$ cat src/rtl/afx_pkg.sv
package afx_pkg;

  typedef struct packed {
    logic sync_word;
    logic sync_early;
    logic sync_low;
    logic bclk_inv;
    logic lsb_first;
  } afx_fmt_t;

  // Unpolarised sync state for the bit about to be launched.
  function automatic logic afx_sync_active(
    input afx_fmt_t f,
    input logic     lead,
    input logic     in_slot0,
    input logic     at_bit0,
    input logic     last_bit,
    input logic     last_slot,
    input logic     more
  );
    logic cur_slot0, cur_bit0, nxt_slot0, nxt_bit0;
    cur_slot0 = !lead && in_slot0;
    cur_bit0  = cur_slot0 && at_bit0;
    nxt_bit0  = lead || (last_bit && last_slot && more);
    nxt_slot0 = lead || (last_bit ? (last_slot && more) : in_slot0);
    if (f.sync_early) return f.sync_word ? nxt_slot0 : nxt_bit0;
    return f.sync_word ? cur_slot0 : cur_bit0;
  endfunction

endpackage

$ cat src/rtl/afx_bclk_gen.sv
module afx_bclk_gen #(
  parameter int BCLK_DIV = 4
) (
  input  logic clk,
  input  logic rst_n,
  input  logic run,
  input  logic launch,
  input  logic launch_lvl,
  output logic bit_edge,
  output logic bclk
);
  localparam int DIV_W = (BCLK_DIV > 2) ? $clog2(BCLK_DIV) : 1;
  localparam logic [DIV_W-1:0] LAST = DIV_W'(BCLK_DIV - 1);
  localparam logic [DIV_W-1:0] HALF = DIV_W'(BCLK_DIV / 2);

  logic [DIV_W-1:0] cnt;

  assign bit_edge = run && (cnt == '0);

  always_ff @(posedge clk or negedge rst_n) begin
    if (!rst_n) begin
      cnt  <= '0;
      bclk <= 1'b1;
    end else if (!run) begin
      cnt  <= '0;
      bclk <= !launch_lvl;
    end else begin
      cnt <= (cnt == LAST) ? '0 : cnt + 1'b1;
      if (launch)
        bclk <= launch_lvl;
      else if (cnt == HALF)
        bclk <= !launch_lvl;
    end
  end
endmodule

$ cat src/rtl/afx_slot_seq.sv
module afx_slot_seq
  import afx_pkg::*;
#(
  parameter int MAX_SLOTS = 2,
  parameter int LEN_W     = 6,
  parameter int SLOT_W    = 2,
  parameter int BIT_W     = 5,
  parameter int SIDX_W    = 1
) (
  input  logic                 clk,
  input  logic                 rst_n,
  input  logic                 tx_enable,
  input  logic                 bit_edge,
  input  logic [LEN_W-1:0]     cfg_word_len,
  input  logic [SLOT_W-1:0]    cfg_slot_count,
  input  logic [MAX_SLOTS-1:0] cfg_slot_mask,
  input  afx_fmt_t             fmt,
  output logic                 running,
  output logic                 launch,
  output logic                 slot_live,
  output logic                 fetch,
  output logic                 fs_pin,
  output logic [BIT_W-1:0]     bit_idx
);
  logic [SIDX_W-1:0] slot_idx;
  logic lead, halt_q;
  logic last_bit, last_slot, frame_end, act;

  assign last_bit  = LEN_W'(bit_idx) == (cfg_word_len - LEN_W'(1));
  assign last_slot = SLOT_W'(slot_idx) == (cfg_slot_count - SLOT_W'(1));
  assign frame_end = !lead && last_bit && last_slot;
  assign launch    = bit_edge && !halt_q;
  assign slot_live = !lead && !cfg_slot_mask[slot_idx]
                     && (SLOT_W'(slot_idx) < cfg_slot_count);
  assign fetch     = launch && slot_live && (bit_idx == '0);
  assign act       = afx_sync_active(fmt, lead, slot_idx == '0, bit_idx == '0,
                                     last_bit, last_slot, tx_enable);

  always_ff @(posedge clk or negedge rst_n) begin
    if (!rst_n) begin
      running  <= 1'b0;
      halt_q   <= 1'b0;
      lead     <= 1'b0;
      bit_idx  <= '0;
      slot_idx <= '0;
      fs_pin   <= 1'b0;
    end else if (!running) begin
      halt_q   <= 1'b0;
      fs_pin   <= fmt.sync_low;
      bit_idx  <= '0;
      slot_idx <= '0;
      if (tx_enable) begin
        running <= 1'b1;
        lead    <= 1'b1;
      end
    end else if (bit_edge) begin
      if (halt_q) begin
        running <= 1'b0;
        halt_q  <= 1'b0;
      end else begin
        fs_pin <= act ^ fmt.sync_low;
        if (lead) begin
          lead <= 1'b0;
        end else if (last_bit) begin
          bit_idx <= '0;
          if (last_slot) begin
            slot_idx <= '0;
            if (!tx_enable) halt_q <= 1'b1;
          end else begin
            slot_idx <= slot_idx + 1'b1;
          end
        end else begin
          bit_idx <= bit_idx + 1'b1;
        end
      end
    end
  end

  logic unused_end;
  assign unused_end = frame_end;
endmodule

$ cat src/rtl/afx_word_path.sv
module afx_word_path #(
  parameter int DATA_W = 32,
  parameter int LEN_W  = 6,
  parameter int BIT_W  = 5
) (
  input  logic              clk,
  input  logic              rst_n,
  input  logic              running,
  input  logic              launch,
  input  logic              fetch,
  input  logic              live,
  input  logic [BIT_W-1:0]  bit_idx,
  input  logic [LEN_W-1:0]  cfg_word_len,
  input  logic              cfg_lsb_first,
  input  logic              s_valid,
  input  logic [DATA_W-1:0] s_data,
  output logic              sdata,
  output logic              underrun
);
  logic [DATA_W-1:0] word_q, sel_word;
  logic [BIT_W-1:0]  pick;

  assign sel_word = fetch ? (s_valid ? s_data : '0) : word_q;
  assign pick     = cfg_lsb_first ? bit_idx
                  : BIT_W'(cfg_word_len - LEN_W'(1) - LEN_W'(bit_idx));

  always_ff @(posedge clk or negedge rst_n) begin
    if (!rst_n) begin
      word_q   <= '0;
      sdata    <= 1'b0;
      underrun <= 1'b0;
    end else begin
      underrun <= fetch && !s_valid;
      if (fetch) word_q <= sel_word;
      if (!running)
        sdata <= 1'b0;
      else if (launch)
        sdata <= live ? sel_word[pick] : 1'b0;
    end
  end
endmodule

$ cat src/rtl/audio_frame_tx.sv
module audio_frame_tx
  import afx_pkg::*;
#(
  parameter int DATA_W    = 32,
  parameter int MAX_SLOTS = 2,
  parameter int BCLK_DIV  = 4
) (
  input  logic                                 clk,
  input  logic                                 rst_n,
  input  logic                                 tx_enable,
  input  logic [$clog2(DATA_W+1)-1:0]          cfg_word_len,
  input  logic [$clog2(MAX_SLOTS+1)-1:0]       cfg_slot_count,
  input  logic                                 cfg_sync_word,
  input  logic                                 cfg_sync_early,
  input  logic                                 cfg_sync_active_low,
  input  logic                                 cfg_bclk_invert,
  input  logic                                 cfg_lsb_first,
  input  logic [MAX_SLOTS-1:0]                 cfg_slot_mask,
  input  logic                                 s_valid,
  output logic                                 s_ready,
  input  logic [DATA_W-1:0]                    s_data,
  output logic                                 bclk,
  output logic                                 fsync,
  output logic                                 sdata,
  output logic                                 tx_active,
  output logic                                 underrun
);
  localparam int LEN_W  = $clog2(DATA_W + 1);
  localparam int SLOT_W = $clog2(MAX_SLOTS + 1);
  localparam int BIT_W  = $clog2(DATA_W);
  localparam int SIDX_W = (MAX_SLOTS > 1) ? $clog2(MAX_SLOTS) : 1;

  afx_fmt_t fmt;
  logic running, launch, bit_edge, live, fetch;
  logic [BIT_W-1:0] bit_idx;

  assign fmt = '{sync_word:  cfg_sync_word,  sync_early: cfg_sync_early,
                 sync_low:   cfg_sync_active_low, bclk_inv: cfg_bclk_invert,
                 lsb_first:  cfg_lsb_first};

  afx_bclk_gen #(.BCLK_DIV(BCLK_DIV)) u_bclk (
    .clk(clk), .rst_n(rst_n), .run(running), .launch(launch),
    .launch_lvl(cfg_bclk_invert), .bit_edge(bit_edge), .bclk(bclk)
  );

  afx_slot_seq #(
    .MAX_SLOTS(MAX_SLOTS), .LEN_W(LEN_W), .SLOT_W(SLOT_W),
    .BIT_W(BIT_W), .SIDX_W(SIDX_W)
  ) u_seq (
    .clk(clk), .rst_n(rst_n), .tx_enable(tx_enable), .bit_edge(bit_edge),
    .cfg_word_len(cfg_word_len), .cfg_slot_count(cfg_slot_count),
    .cfg_slot_mask(cfg_slot_mask), .fmt(fmt), .running(running),
    .launch(launch), .slot_live(live), .fetch(fetch), .fs_pin(fsync),
    .bit_idx(bit_idx)
  );

  afx_word_path #(.DATA_W(DATA_W), .LEN_W(LEN_W), .BIT_W(BIT_W)) u_word (
    .clk(clk), .rst_n(rst_n), .running(running), .launch(launch),
    .fetch(fetch), .live(live), .bit_idx(bit_idx),
    .cfg_word_len(cfg_word_len), .cfg_lsb_first(cfg_lsb_first),
    .s_valid(s_valid), .s_data(s_data), .sdata(sdata), .underrun(underrun)
  );

  assign s_ready   = fetch;
  assign tx_active = running;
endmodule

$ cat config.mk
export PLATFORM = sky130hd
export DESIGN_NAME = audio_frame_tx
export DESIGN_NICKNAME = d
export VERILOG_FILES = /design/src/rtl/afx_pkg.sv /design/src/rtl/afx_bclk_gen.sv /design/src/rtl/afx_slot_seq.sv /design/src/rtl/afx_word_path.sv /design/src/rtl/audio_frame_tx.sv
export SDC_FILE = /design/constraint.sdc
export NUM_CORES = 1
export LEC_CHECK = 0
export BUFFER_PORTS_ARGS = -buffer_cell sky130_fd_sc_hd__buf_2
export CAP_MARGIN = 15
export CORE_UTILIZATION = 55
export CTS_CLUSTER_SIZE = 25
export DETAILED_ROUTE_END_ITERATION = 10
export PLACE_DENSITY = 0.83
export SYNTH_ARGS = -nofsm -noshare
export SYNTH_HDL_FRONTEND = slang
export SYNTH_HIERARCHICAL = 1
export SYNTH_SLANG_ARGS = --single-unit
$ cat constraint.sdc
create_clock -name clk -period 3.3 [get_ports clk]
set_input_delay 0.33 -clock clk [delete_from_list [all_inputs] [get_ports clk]]
set_output_delay 0.33 -clock clk [all_outputs]
set_load 0.005 [all_outputs]
## Yosys cells after proc, flatten, opt, wreduce, memory -nomap -nowiden

Index checks and enable logic that the tools add are counted.

- Word-level logic and storage cells: 108
- Bits of input ports: 51
- Bits in registers: 47
- ROM bits: 0
- Memories kept: 0
- Latch bits: 0
- Output and inout port bits: 6
- Memory bits (writable): 0

- Reduce and logical (&&, ||, !) cells: 26
- Multiply operators: 0
- Multiplexer cells: 50
- Add/sub/neg operators: 6
- Eq/ne operators: 10
- Bitwise logic cells: 2
- Divide/modulo/power cells: 0
- Magnitude comparators: 3
- Shifts and indexed selects: 0

Operator list:

| operator | count |
|---|---|
| two-way mux 32 bit | 2 |
| two-way mux 1 bit | 39 |
| two-way mux 5 bit | 6 |
| logical AND 1 bit | 12 |
| inequality test 2 bit, second input constant | 4 |
| == test 5 x 6 -> 1 bit | 1 |
| < comparator 5 x 6 -> 1 bit, second input constant | 1 |
| AND reduction 3 bit | 2 |
| subtractor 6 x 1 -> 6 bit, second input constant | 1 |
| adder 5 x 1 -> 5 bit, second input constant | 1 |
| binary-select mux 1 bit (select 5 bit) | 1 |
| logical NOT 1 bit | 5 |
| logical NOT 5 bit | 1 |
| subtractor 5 bit | 1 |
| == test 2 bit, second input constant | 2 |
| two-way mux 2 bit | 2 |
| AND reduction 4 bit | 1 |
| inequality test 3 bit, second input constant | 1 |
| adder 2 x 1 -> 2 bit, second input constant | 1 |
| == test 1 x 2 -> 1 bit | 1 |
| logical NOT 2 bit | 1 |
| logical OR 1 bit | 2 |
| < comparator 1 x 2 -> 1 bit | 1 |
| < comparator 1 x 2 -> 1 bit, second input constant | 1 |
| other kinds (7) | 7 |

## Logic depth before layout (Yosys ltp)

- Word-level depth: 13
- Mapped depth: 17

## Hierarchy

The synthesis kept the hierarchy.

By module, submodules not included:

| module | times used | cells an instance | area each (µm²) |
|---|---|---|---|
| afx_word_path | 1 | 157 | 1808.0 |
| afx_slot_seq | 1 | 103 | 833.3 |
| afx_bclk_gen | 1 | 15 | 166.4 |

## Worst setup path before layout

OpenSTA, ideal clock, no wires.

- Path kind: flip-flop to flip-flop
- From: register u_seq.bit_idx[0]
- To: register u_word.sdata
- Arrival time: 2875 ps
- Setup slack: 298 ps
- Cell stages (with the launch flop): 15
- Path buffers: 2
- Data required time: 3173 ps
- Path through: dfrtp_1 > inv_1 > ha_1 > or4b_2 > nor2_1 > and2_1 > inv_1 > buf_2 > buf_2 > a221o_1 > o2111a_1 > a311oi_1 > a31oi_1 > o31ai_1 > o22ai_1

- Cells in the longest elaborated chain, start to end: 8
- Elaborated cells on any way between the ends: 10
- Classes of those cells: 1 x add/sub; 7 x mux; 2 x reduce/logical

RTL lines:

| item | RTL line | source |
|---|---|---|
| start, declared | afx_slot_seq.sv:23 | `output logic [BIT_W-1:0] bit_idx` |
| start signal, assigned | afx_slot_seq.sv:73 | `bit_idx <= bit_idx + 1'b1;` |
| logical NOT 5 bit | afx_slot_seq.sv:35 | `assign fetch = launch && slot_live && (bit_idx == '0);` |
| logical AND 1 bit | afx_slot_seq.sv:35 |  |
| net s_ready | audio_frame_tx.sv:20 | `output logic s_ready,` |
| two-way mux 32 bit | afx_word_path.sv:23 | `assign sel_word = fetch ? (s_valid ? s_data : '0) : word_q;` |
| binary-select mux 1 bit (select 5 bit) | afx_word_path.sv:38 | `sdata <= live ? sel_word[pick] : 1'b0;` |
| two-way mux 1 bit (not written as such) | afx_word_path.sv:38 |  |
| two-way mux 1 bit | afx_word_path.sv:38 |  |
| two-way mux 1 bit | afx_word_path.sv:37 | `else if (launch)` |
| two-way mux 1 bit | afx_word_path.sv:35 | `if (!running)` |
| end signal, assigned | afx_word_path.sv:38 |  |
| end, declared | afx_word_path.sv:17 | `output logic sdata,` |

The timed path passes the listed nets, and every way through them passes these cells. The select of a mux whose other input is x is not followed.
A chain may end at the register's enable or synchronous reset.

## Final worst setup path

- From: register u_seq.bit_idx[0]
- To: register u_word.sdata

- Cells in the longest elaborated chain, start to end: 8
- Elaborated cells on any way between the ends: 10
- Classes of those cells: 1 x add/sub; 7 x mux; 2 x reduce/logical

RTL lines:

| item | RTL line |
|---|---|
| parallel branches: the longest is 3 deep, another holds subtractor 5 bit | - |
| binary-select mux 1 bit (select 5 bit) (*) | afx_word_path.sv:38 |
| two-way mux 1 bit (not written as such) (*) | afx_word_path.sv:38 |
| two-way mux 1 bit (*) | afx_word_path.sv:38 |
| two-way mux 1 bit (*) | afx_word_path.sv:37 |
| two-way mux 1 bit (*) | afx_word_path.sv:35 |

Mark *: on every way between the ends. The select of a mux whose other input is x is not followed.

==> impl_metrics.prom <==
# TYPE chip_impl_metric gauge
chip_impl_info{name="status",value="finished clean"} 1
chip_impl_metric{name="floorplan.initialDensity",unit="%"} 58.3
chip_impl_metric{name="vias_in_the_first_global_route",unit=""} 2338
chip_impl_metric{name="holdPathStages",unit=""} 2
chip_impl_metric{name="timing.final.hold_violations",unit=""} 0
chip_impl_metric{name="io-pin-count",unit=""} 57
chip_impl_metric{name="syn_avg_cell_area",unit="sq um"} 10.2
chip_impl_metric{name="finalWorstSetupSlack",unit="ps"} 278
chip_impl_metric{name="layout_cell_share_with_drive_strength_beyond_1",unit="%"} 28.0
chip_impl_metric{name="drtAntennaViolNets",unit=""} 0
chip_impl_metric{name="r2r.worst_path.cells",unit=""} 13
chip_impl_metric{name="dieWidth",unit="um"} 73.5
chip_impl_metric{name="fp-row-count",unit=""} 25
chip_impl_metric{name="cap_viol_max_count",unit=""} 0
chip_impl_metric{name="ys_types",unit=""} 60
chip_impl_metric{name="switching_power",unit="mW"} 0.793
chip_impl_metric{name="power.sequential.fraction",unit="%"} 33.0
chip_impl_metric{name="track_usage",unit="%"} 26.0
chip_impl_info{name="clock_tree_from_tritoncts",value="done"} 1
chip_impl_metric{name="grt_start_max_net_pins",unit=""} 48
chip_impl_info{name="worstHoldStart",value="cfg_bclk_invert"} 1
chip_impl_metric{name="p_clk_share",unit="%"} 17.1
chip_impl_metric{name="worst-path-max-fanout",unit=""} 40
chip_impl_metric{name="ys_async_sr_fraction",unit="%"} 100
chip_impl_metric{name="pnr_total_power",unit="mW"} 2.08
chip_impl_metric{name="chipHeight",unit="um"} 73.5
chip_impl_metric{name="route.detailed.drc",unit=""} 0
chip_impl_metric{name="htree_levels",unit=""} 2
chip_impl_metric{name="numCtsBuffers",unit=""} 5
chip_impl_metric{name="clock_skew",unit="ps"} 6.33
chip_impl_info{name="worstReg2RegStart",value="u_seq/bit_idx[0]"} 1
chip_impl_metric{name="resized_after_cts",unit=""} 0
chip_impl_metric{name="worst_ir_drop_vdd",unit="mV"} 0.399
chip_impl_info{name="layout_commonest_cell",value="sky130_fd_sc_hd__buf_2"} 1
chip_impl_metric{name="p_int",unit="mW"} 1.29
chip_impl_metric{name="netlist.area_leader.share",unit="%"} 41.0
chip_impl_metric{name="combined_area_of_all_synthesized_cells",unit="sq um"} 2810
chip_impl_metric{name="clock_insertion_delay_worst_skew",unit="ps"} 310
chip_impl_metric{name="vias_per_cell",unit=""} 6.00
chip_impl_metric{name="register_bit_total_from_synthesis",unit=""} 47
chip_impl_info{name="end_kind",value="flip-flop"} 1
chip_impl_metric{name="p_per_area",unit="nW/um^2"} 629
chip_impl_metric{name="achievable-frequency",unit="MHz"} 331
chip_impl_metric{name="power.combinational.fraction",unit="%"} 49.9
chip_impl_metric{name="antenna_found_initial",unit=""} 0
chip_impl_metric{name="syn_nets",unit=""} 337
chip_impl_metric{name="worst_ep_arrival_time",unit="ps"} 3210
chip_impl_info{name="synth_largest_area_cell",value="sky130_fd_sc_hd__dfrtp_1"} 1
chip_impl_metric{name="ys_warn_count",unit=""} 6
chip_impl_metric{name="initialDrtViolationCount",unit=""} 199
chip_impl_metric{name="area_delta_synth_final",unit="%"} 18.0
chip_impl_info{name="mostFrequentLayoutCells",value="56 x sky130_fd_sc_hd__buf_2, 46 x sky130_fd_sc_hd__dfrtp_1, 29 x sky130_fd_sc_hd__a22o_1"} 1
chip_impl_metric{name="core-area",unit="sq um"} 4820
chip_impl_metric{name="totalNegativeSetupSlack",unit="ps"} 0
chip_impl_metric{name="gp_routability_congestion",unit=""} 0.804
chip_impl_metric{name="detailedPlacementHpwl",unit="um"} 4780
chip_impl_metric{name="synth_seq_area_share",unit="%"} 41.9
chip_impl_metric{name="grt_first_pass_wirelength",unit="um"} 10600
chip_impl_metric{name="worst_setup_hold_path_clk_slew",unit="ps"} 90
chip_impl_info{name="endpoint_of_the_worst_slack_reg_to_reg_timing_path",value="u_word/sdata"} 1
chip_impl_metric{name="num_antenna_cells",unit=""} 0
chip_impl_metric{name="dr.pass1.iters",unit=""} 4
chip_impl_metric{name="vias",unit=""} 2435
chip_impl_metric{name="dpl_worst_slack",unit="ps"} 285
chip_impl_metric{name="synth-edff-count",unit=""} 0
chip_impl_info{name="cts.root.buffer_cell",value="sky130_fd_sc_hd__clkbuf_8"} 1
chip_impl_metric{name="cts_sinks",unit=""} 47
chip_impl_info{name="post_synth_main_area_contributors",value="sky130_fd_sc_hd__dfrtp_1 41%, sky130_fd_sc_hd__a22o_1 9.0%, sky130_fd_sc_hd__ha_1 4.5%, sky130_fd_sc_hd__nand2_1 3.3%, sky130_fd_sc_hd__inv_1 2.4%"} 1
chip_impl_metric{name="total_wirelength_of_the_detailed_routed_design",unit="um"} 6540
chip_impl_metric{name="clock_path_buffers",unit=""} 2
chip_impl_metric{name="r2r_setup_slack",unit="ps"} 280
chip_impl_metric{name="timing.critical_path.required",unit="ps"} 3490
chip_impl_metric{name="maxSlewHeadroom",unit="%"} 58.6
chip_impl_info{name="critPathLaunchType",value="flip-flop"} 1
chip_impl_info{name="endpoint_with_the_worst_hold_slack",value="u_bclk/bclk"} 1
chip_impl_info{name="dominantRegCellSynth",value="sky130_fd_sc_hd__dfrtp_1"} 1
chip_impl_metric{name="io_buffer_count",unit=""} 56
chip_impl_metric{name="final.min_clock_period",unit="ps"} 3020
chip_impl_metric{name="netSwitchingFraction",unit="%"} 38.1
chip_impl_metric{name="power.leakage",unit="nW"} 1.60
chip_impl_info{name="rsz0062_at_grt",value="false"} 1
chip_impl_info{name="timing.hold.worst.class",value="input pin to flip-flop"} 1
chip_impl_metric{name="gr-total-overflow",unit=""} 0
chip_impl_metric{name="finalMaxSlewViolations",unit=""} 0
chip_impl_metric{name="worst_slew_pin_slew",unit="ps"} 618
chip_impl_metric{name="setup_viol_count_final",unit=""} 0
chip_impl_metric{name="finalNetCount",unit=""} 400
chip_impl_metric{name="wl_cell",unit="um"} 16.1
chip_impl_metric{name="design.die.area",unit="sq um"} 5390
chip_impl_metric{name="synthesis.instances",unit=""} 275
chip_impl_info{name="worst_path_class_setup",value="flip-flop to flip-flop"} 1
chip_impl_metric{name="timing.final.crit_share",unit="%"} 91.6
how the worst max path moves through the flow:
stage	from	end	depth (start not counted)
2_1_floorplan	u_seq/bit_idx[0]	u_word/sdata	14
3_3_place_gp	u_seq/bit_idx[0]	u_word/sdata	13
3_5_place_dp	u_seq/bit_idx[0]	u_word/sdata	13
4_1_cts	u_seq/bit_idx[0]	u_word/sdata	13
5_1_grt	u_seq/bit_idx[0]	u_word/sdata	13
6_report	u_seq/bit_idx[0]	u_word/sdata	13
metrics by stage:
step | hold WS (ps) | util, % | instances | instance area, sq um
2_1_floorplan | 34.4 | - | 275 | 2810
3_3_place_gp | 415 | 66.3 | 396 | 3190
3_5_place_dp | 426 | 66.3 | 396 | 3190
4_1_cts | 183 | 68.1 | 404 | 3280
5_1_grt | 188 | 68.8 | 406 | 3310
6_report | 187 | 68.8 | 406 | 3310
critical path: stages (launching register included):
cell and delay (ps):
sky130_fd_sc_hd__dfrtp_1 390, sky130_fd_sc_hd__inv_1 80, sky130_fd_sc_hd__ha_1 130, sky130_fd_sc_hd__or4b_2 600, sky130_fd_sc_hd__nor2_1 100, sky130_fd_sc_hd__and2_1 140
sky130_fd_sc_hd__inv_1 40, sky130_fd_sc_hd__buf_4 240, sky130_fd_sc_hd__a22o_1 270, sky130_fd_sc_hd__mux4_2 480, sky130_fd_sc_hd__nor2_1 100, sky130_fd_sc_hd__nor2_1 50
sky130_fd_sc_hd__o31ai_1 190, sky130_fd_sc_hd__o22ai_1 100
metal layers:
metal / routed length (um) / vias to the layer above / global-route usage (%)
met4: 126 / 0 / 10.5
li1: - / 1166 / -
met2: 3090 / 77 / 42.8
met3: 295 / 9 / 4.12
met1: 3020 / 1183 / 34.2
met5: 0 / - / 0
registers in the layout, summed over array words and instances (netlist names):
signal,count
u_word/word_q,32
u_seq/bit_idx,5
u_bclk/cnt,2
u_bclk/bclk,1
u_seq/fs_pin,1
u_seq/halt_q,1
u_seq/lead,1
u_seq/running,1
u_seq/slot_idx,1
u_word/sdata,1
u_word/underrun,1
kinds of logic (layout without fill, tap and decap cells):
kind of cell | Yosys count | in the layout | share of synthesized area (%)
AOI/OAI and AO/OA | 95 | 95 | 26.4
and+or+nand+nor | 77 | 77 | 15.2
DFF | 47 | 47 | 41.9
buffers and inverters | 30 | 94 | 4.77
adders and majority gates | 11 | 11 | 5.17
xor gates and xnor gates | 8 | 8 | 2.50
muxes | 7 | 7 | 3.97
cell type report:
cell class | instances | area [sq um]
fill | 394 | 1510
sequential | 47 | 1180
clock inverter | 2 | 16.3
tap | 67 | 83.8
clock buffer | 6 | 72.6
timing repair buffer | 68 | 398
multi-input combinational | 198 | 1500
inverter | 18 | 67.6
cell usage after synthesis (2+ instances only):
cell,number
sky130_fd_sc_hd__dfrtp_1,46
sky130_fd_sc_hd__a22o_1,29
sky130_fd_sc_hd__nand2_1,25
sky130_fd_sc_hd__inv_1,18
sky130_fd_sc_hd__o21ai_0,11
sky130_fd_sc_hd__ha_1,10
sky130_fd_sc_hd__nand3_1,10
sky130_fd_sc_hd__nor2_1,10
sky130_fd_sc_hd__a21oi_1,8
sky130_fd_sc_hd__a31oi_1,7
sky130_fd_sc_hd__a221oi_1,6
sky130_fd_sc_hd__xnor2_1,6
sky130_fd_sc_hd__and2_1,5
sky130_fd_sc_hd__buf_2,5
sky130_fd_sc_hd__a21boi_0,4
sky130_fd_sc_hd__buf_4,4
sky130_fd_sc_hd__o221a_2,4
sky130_fd_sc_hd__o22a_1,4
sky130_fd_sc_hd__clkbuf_1,3
sky130_fd_sc_hd__nand2b_1,3
sky130_fd_sc_hd__nor4_1,3
sky130_fd_sc_hd__or3_1,3
sky130_fd_sc_hd__a211o_1,2
sky130_fd_sc_hd__a211oi_1,2
sky130_fd_sc_hd__a221o_1,2
sky130_fd_sc_hd__mux2_2,2
sky130_fd_sc_hd__mux2_4,2
sky130_fd_sc_hd__nand3b_1,2
sky130_fd_sc_hd__nor2b_1,2
sky130_fd_sc_hd__nor3_1,2
sky130_fd_sc_hd__o2111a_1,2
sky130_fd_sc_hd__o211ai_1,2
sky130_fd_sc_hd__o21a_1,2
sky130_fd_sc_hd__o22ai_1,2
sky130_fd_sc_hd__xor2_1,2
power groups by stage:
stage	clock network (mW)	logic (mW)	registers [mW]
final	0.357	1.04	0.687
after global routing	0.384	1.15	0.696
after CTS	0.361	1.03	0.686
after detailed placement	0	1.02	0.697
after global placement	0	0.990	0.694
after floorplan	0	0.708	0.715
timing repair:
item,4_1_cts,5_1_grt
hold buffers,0,1
setup buffers,0,0
setup endpoints to repair,0,0
endpoints found under the hold margin,0,6
Power figures use the tool's default switching activity.
